<file path="config.mk">
export PLATFORM = sky130hd
export DESIGN_NAME = opfetch
export DESIGN_NICKNAME = d
export VERILOG_FILES = /design/src/rtl/opfetch.sv
export SDC_FILE = /design/constraint.sdc
export NUM_CORES = 1
export LEC_CHECK = 0
export ABC_CLOCK_PERIOD_IN_PS = 11600
export CAP_MARGIN = 30
export CORE_UTILIZATION = 50
export DETAILED_ROUTE_END_ITERATION = 16
export GPL_ROUTABILITY_DRIVEN = 0
export PLACE_DENSITY = 0.87
export SETUP_SLACK_MARGIN = 0.4
export SLEW_MARGIN = 10
export SYNTH_ARGS = -nofsm -noshare
export SYNTH_HDL_FRONTEND = slang
export SYNTH_SLANG_ARGS = --single-unit
</file>
<file path="constraint.sdc">
create_clock -name clk -period 11.6 [get_ports clk]
set_input_delay 2.9 -clock clk [delete_from_list [all_inputs] [get_ports clk]]
set_output_delay 2.9 -clock clk [all_outputs]
set_load 0.05 [all_outputs]
</file>
<file path="src/rtl/opfetch.sv">
module opfetch #(
  parameter int DW   = 16,
  parameter int NREG = 8,
  localparam int RAW = $clog2(NREG)
) (
  input  logic           clk,
  input  logic           rst_n,
  input  logic           start,
  input  logic [3:0]     mode,
  input  logic [RAW-1:0] reg_sel,
  input  logic [DW-1:0]  addr_field,
  input  logic [DW-1:0]  pc,
  input  logic [DW-1:0]  xr,
  output logic [RAW-1:0] rf_raddr,
  input  logic [DW-1:0]  rf_rdata,
  output logic           rf_we,
  output logic [RAW-1:0] rf_waddr,
  output logic [DW-1:0]  rf_wdata,
  output logic           mem_req,
  output logic [DW-1:0]  mem_addr,
  input  logic [DW-1:0]  mem_rdata,
  output logic           busy,
  output logic           done,
  output logic           illegal,
  output logic [DW-1:0]  ea,
  output logic [DW-1:0]  operand
);
  localparam logic [3:0] M_IMM = 4'd0, M_DIR = 4'd1, M_IND = 4'd2, M_REG = 4'd3,
                         M_RIND = 4'd4, M_AINC = 4'd5, M_ADEC = 4'd6,
                         M_REL = 4'd7, M_IDX = 4'd8;

  typedef enum logic {S_IDLE, S_ACC} state_t;
  state_t state;

  logic          ptr_pend;
  logic          wb_pend;
  logic [DW-1:0] wb_val;
  logic [DW-1:0] ea_c, op_c, wb_c;
  logic          mem_c, wb_en_c, bad_c;
  logic          accept;

  assign accept   = (state == S_IDLE) && start;
  assign busy     = (state != S_IDLE);
  assign rf_raddr = reg_sel;

  always_comb begin
    ea_c    = '0;
    op_c    = '0;
    wb_c    = '0;
    mem_c   = 1'b0;
    wb_en_c = 1'b0;
    bad_c   = 1'b0;
    case (mode)
      M_IMM:  op_c = addr_field;
      M_DIR:  begin ea_c = addr_field;      mem_c = 1'b1; end
      M_IND:  begin ea_c = addr_field;      mem_c = 1'b1; end
      M_REG:  op_c = rf_rdata;
      M_RIND: begin ea_c = rf_rdata;        mem_c = 1'b1; end
      M_AINC: begin
        ea_c = rf_rdata; mem_c = 1'b1;
        wb_c = rf_rdata + 1'b1; wb_en_c = 1'b1;
      end
      M_ADEC: begin
        ea_c = rf_rdata - 1'b1; mem_c = 1'b1;
        wb_c = rf_rdata - 1'b1; wb_en_c = 1'b1;
      end
      M_REL:  begin ea_c = pc + addr_field; mem_c = 1'b1; end
      M_IDX:  begin ea_c = xr + addr_field; mem_c = 1'b1; end
      default: bad_c = 1'b1;
    endcase
  end

  assign mem_req  = (accept && mem_c) || (state == S_ACC && ptr_pend);
  assign mem_addr = (state == S_ACC && ptr_pend) ? mem_rdata : ea_c;
  assign rf_wdata = wb_val;

  always_ff @(posedge clk) begin
    if (!rst_n) begin
      state    <= S_IDLE;
      ptr_pend <= 1'b0;
      wb_pend  <= 1'b0;
      wb_val   <= '0;
      rf_waddr <= '0;
      rf_we    <= 1'b0;
      done     <= 1'b0;
      illegal  <= 1'b0;
      ea       <= '0;
      operand  <= '0;
    end else begin
      done  <= 1'b0;
      rf_we <= 1'b0;
      case (state)
        S_IDLE: if (start) begin
          illegal  <= bad_c;
          ea       <= ea_c;
          wb_pend  <= wb_en_c;
          wb_val   <= wb_c;
          rf_waddr <= reg_sel;
          if (mem_c) begin
            state    <= S_ACC;
            ptr_pend <= (mode == M_IND);
          end else begin
            operand <= op_c;
            done    <= 1'b1;
          end
        end
        S_ACC: if (ptr_pend) begin
          ea       <= mem_rdata;
          ptr_pend <= 1'b0;
        end else begin
          operand <= mem_rdata;
          done    <= 1'b1;
          rf_we   <= wb_pend;
          state   <= S_IDLE;
        end
        default: state <= S_IDLE;
      endcase
    end
  end


  wb_with_done_chk: assert property (@(posedge clk) disable iff (!rst_n)
    rf_we |-> done);


  done_pulse_chk: assert property (@(posedge clk) disable iff (!rst_n)
    done |=> !done);


  illegal_no_wb_chk: assert property (@(posedge clk) disable iff (!rst_n)
    (done && illegal) |-> (!rf_we && !busy));


  imm_one_cycle_chk: assert property (@(posedge clk) disable iff (!rst_n)
    (start && !busy && mode == M_IMM) |=> (done && !busy));


  second_access_back_to_back_chk: assert property (@(posedge clk) disable iff (!rst_n)
    (mem_req && busy) |-> $past(mem_req));
endmodule

</file>
== After elaboration in Yosys (flattened, before gate mapping) ==
Index checks and enable logic that the tools add are counted.
Widths: inputs -> output; s select.

* Logic and storage cells: 69
* Output and inout port bits: 75
* Flip-flop bits (word level): 57
* Input port bits: 90

* Bitwise logic cells: 2
* Eq/ne operators: 13
* Add/sub/neg operators: 4
* Muxes and demuxes: 25
* Reductions and logical operators: 15

{| class="wikitable"
|+ Operators with widths
! cell !! count
|-
| $pmux 16 s2 || 4
|-
| $mux 16 || 6
|-
| $pmux 16 s5 || 1
|-
| $add 16x16->16 || 2
|-
| $add 16x1->16 const B || 1
|-
| $eq 4x3->1 const B || 4
|-
| $sub 16x1->16 const B || 1
|-
| $mux 1 || 11
|-
| $reduce_or 9->1 || 1
|-
| $eq 4x2->1 const B || 2
|-
| $ne 2x2->1 const B || 4
|-
| $reduce_or 7->1 || 1
|-
| $pmux 1 s2 || 3
|-
| $reduce_and 2->1 || 3
|-
| $reduce_or 2->1 || 3
|-
| $eq 4x1->1 const B || 1
|-
| $eq 4x4->1 const B || 1
|-
| $logic_not 4->1 || 1
|-
| $logic_and 1x1->1 || 3
|-
| $reduce_and 3->1 || 1
|-
| $reduce_or 3->1 || 1
|-
| $ne 2x1->1 const B || 1
|-
| $not 1->1 || 2
|-
| $logic_or 1x1->1 || 1
|}

== Logic depth before layout (Yosys ltp) ==
Gate-level depths: netlist (run 1).

* Word-level depth: 6
* Gate-level depth with buffers: 14
* Mapped depth without buffers: 13

== Least setup slack after synthesis (run 1) ==
OpenSTA, ideal clock, no wires.

* Path type: input to output
* Start: input port mode[0]
* End: output port mem_addr[14]
* Arrival: 6.582 ns
* Data required time: 8.700 ns
* Cell stages on the path: 12
* Path slack: 2.118 ns
* Path buffers: 3
* Path through: clkbuf_1 -> nor3_2 -> clkbuf_1 -> mux2_2 -> ha_1 -> clkbuf_1 -> nand4_1 -> or3_1 -> o221ai_1 -> or3_1 -> nand3_1 -> a32oi_1

* Word-level cells in the longest chain between the ends: 4
* Elaborated cells between the ends (all ways): 11
* Classes of those cells: eq/ne: 7; mux: 2; reduce/logical: 2

{| class="wikitable"
|+ Ends and longest elaborated chain
! item !! RTL line !! source
|-
| start: declaration || 9 || <nowiki>input logic [3:0] mode,</nowiki>
|-
| $eq 4x3->1 (tied with other cells) || 53 || <nowiki>case (mode)</nowiki>
|-
| $reduce_or 2->1 (no line) || n/a ||
|-
| $pmux 16 s5 * || 53 ||
|-
| $mux 16 * || 74 || <nowiki>assign mem_addr = (state == S_ACC && ptr_pend) ? mem_rdata : ea_c;</nowiki>
|-
| end: declaration || 20 || <nowiki>output logic [DW-1:0] mem_addr,</nowiki>
|}

Every way passes the cells marked *; elsewhere a longest branch is shown, timed or not.

== Worst setup path after layout (run 1) ==
* Start: input port mode[2]
* End: output port mem_addr[15]

Same word-level chain as after synthesis.

==> results of run 1 <==
worst max-delay path: stages:
cell             delay (ns)
clkdlybuf4s50_1        0.76
nand2b_1               0.36
nor3_4                 0.40
buf_4                  0.30
mux2_2                 0.37
ha_1                   0.31
nand2_1                0.07
o211ai_1               0.26
a21boi_1               0.15
o41ai_1                0.68
xnor2_1                0.21
a21oi_1                0.12
a22oi_1                0.19
clkdlybuf4s50_1        0.85
Yosys cell counts, drive strengths merged, types with 7 or more instances:
cell,count
a21oi,80
a221oi,16
a22oi,14
buf,13
clkbuf,45
dfxtp,57
ha,20
inv,13
mux2,16
nand2,58
nand3,12
nor2,98
nor3,30
o211ai,7
o21ai,41
o221ai,7
o22ai,8
xnor2,23
xor2,9
layout make-up:
class	instances	share of cell area (%)
Clock inverter	7	1.56
Tap cell	111	2.11
Timing Repair Buffer	172	26.0
Sequential cell	57	17.4
Inverter	13	0.743
Multi-Input combinational cell	529	50.4
Clock buffer	9	1.89
metrics by stage:
stage | worst slack, ns | cell area (sq um) | instances | util (%)
after floorplan | 2.12 | 4730 | 657 | -
after global placement | 0.940 | 6320 | 881 | 68.8
after detailed placement | 0.764 | 6320 | 881 | 68.8
after CTS | 0.761 | 6550 | 897 | 71.2
after global routing | 0.585 | 6570 | 898 | 71.4
final | 0.745 | 6570 | 898 | 71.4
report_power, final:
| part | leakage, nW | internal, mW | switching, mW | total, mW |
|---|---|---|---|---|
| registers | 0.466 | 0.207 | 0.00666 | 0.213 |
| logic | 1.80 | 0.107 | 0.175 | 0.281 |
| clock network | 0.110 | 0.123 | 0.0941 | 0.217 |
| total | 2.38 | 0.436 | 0.276 | 0.712 |
sequential cells by signal, summed over array words and instances, names as in the netlist:
register	flops
illegal	1
rf_waddr	3
done	1
busy	1
ptr_pend	1
rf_we	1
wb_pend	1
operand	16
ea	16
rf_wdata	16
worst paths after layout:
kind	to	from	slack, ns
worst min register to register	rf_wdata[7]$_SDFFE_PN0P_	rf_wdata[7]$_SDFFE_PN0P_	0.45
worst min-delay path	rf_wdata[7]$_SDFFE_PN0P_	rf_wdata[7]$_SDFFE_PN0P_	0.45
worst max-delay path	mem_addr[15]	mode[2]	0.74
worst max register to register	ea[12]$_SDFFE_PN0P_	busy$_SDFF_PN0_	8.36
cells by family after synthesis:
family          count (synthesis)  share of synthesized area [%]
buf+inv                        71                           6.27
mux                            18                           4.23
xor+xnor                       32                           5.92
fa+ha+maj                      21                           5.71
simple gates                  238                           23.7
flops                          57                           24.1
compound gates                220                           30.0
per-layer routing:
metal,vias up,global-route usage [%],share of wire [%]
met1,2637,44.9,37
met3,105,7.73,13
met5,-,0,0
met4,0,22.7,5.9
li1,2658,-,-
met2,489,56.7,44
==> impl_metrics.ini, run 1 <==
[clocking]
cts_max_level = 3
cts-resized-gates = 0
cts.clk_slew.worst_paths_ns = 0.07
clock-sinks = 57
hold_buffers = 0
cts_setup_buffers = 0
clk_path_buf_depth = 2
insertion_delay_ns = 0.35
tritoncts = done
ctsRootBufferMaster = clkbuf_8
numCtsBuffers = 9

[yosys]
synth_seq_cells = 57
ys_top_cells_by_area = dfxtp_1 (24%), a21oi_1 (8.5%), nor2_1 (7.8%)
synth_warnings = 0
syn_nets = 768
syn_inst = 657
yosysTopAreaCellShare_pct = 24.1
synth-edff-count = 0
avgSynthCellArea_sq_um = 7.20
synthArstFlopShare_pct = 0
ys.flop_type = dfxtp_1
syn_area_sq_mm = 0.00473
synthDistinctLibCells = 71
ys_seq_area_share_pct = 24.1
yosysTopAreaCell = dfxtp_1

[floorplanning]
die_w_um = 99.3
die-area_sq_mm = 0.00986
io_pins = 165
fp-row-count = 35
initial_core_util_pct = 51.5
core_sq_mm = 0.00920
die_h_um = 99.3

[finish]
layout_commonest_cell = clkdlybuf4s50_1
seq_area_sq_mm = 0.00114
multi_input_area_sq_mm = 0.00331
n_antenna_cell = 0
nFillCells = 710
layout_common_cells = clkdlybuf4s50_1 (164), nor2_1 (97), a21oi_1 (79)
nets = 893
syn_to_final_growth_pct = 38.8
drive_gt1_share_pct = 6.99

[hold_path]
hp-class = register to register
hold_depth = 2

[drt]
ant_nets = 0
drc_errors = 0
dr.pass1.iters = 8
wl_per_cell_um = 19.7
drt-vias-per-instance = 6.56
routed_wirelength_mm = 17.7
vias = 5889
drt_iter0_markers = 841

[outcome]
status = finished, final reports clean

[setup_path]
reg2regPathDepth = 6
crit_arrival_ns = 7.96
worstSetupPathType = primary input to primary output
required_ns = 8.70
crit_path_end_kind = primary output
start_kind = primary input
worst-path-max-fanout = 21

[sta]
fmax_mhz = 92.1
max-slew-margin-rel_pct = 38.8
min_period_ns = 10.86
hold_ws_ns = 0.454
setup_viol = 0
rsz0062_at_grt = false
tns_ns = 0
worst_slew_pin_slew_ns = 0.912
finalHoldViolations = 0
finalCritPeriodShare_pct = 93.6
report.final.slew_viol_count = 0
clock_skew_ns = 0.00927

[job]
max_cap_viol_count = 0

[pwr]
total_power_mw = 0.712
leakage_nw = 2.38
ir_worst_vdd_uv = 62.6
p_per_area_mw_per_mm2 = 108

[placement]
io_buffers = 164
place_hpwl_mm = 13.3

[grt]
grt_pass1_wl_mm = 27.9
grt_max_degree = 36
grt_use_total_pct = 36.0
grt_overflow = 0
grt_antenna_before_repair = 0
grt_pass1_vias = 5568
No activity file was read; power rests on OpenSTA's default activity.
==> run 2: changes to the inputs <==
- ABC_CLOCK_PERIOD_IN_PS: 11600 -> not set
==> results of run 2 <==
Final layout, timing and power as in run 1 (identical DEF).
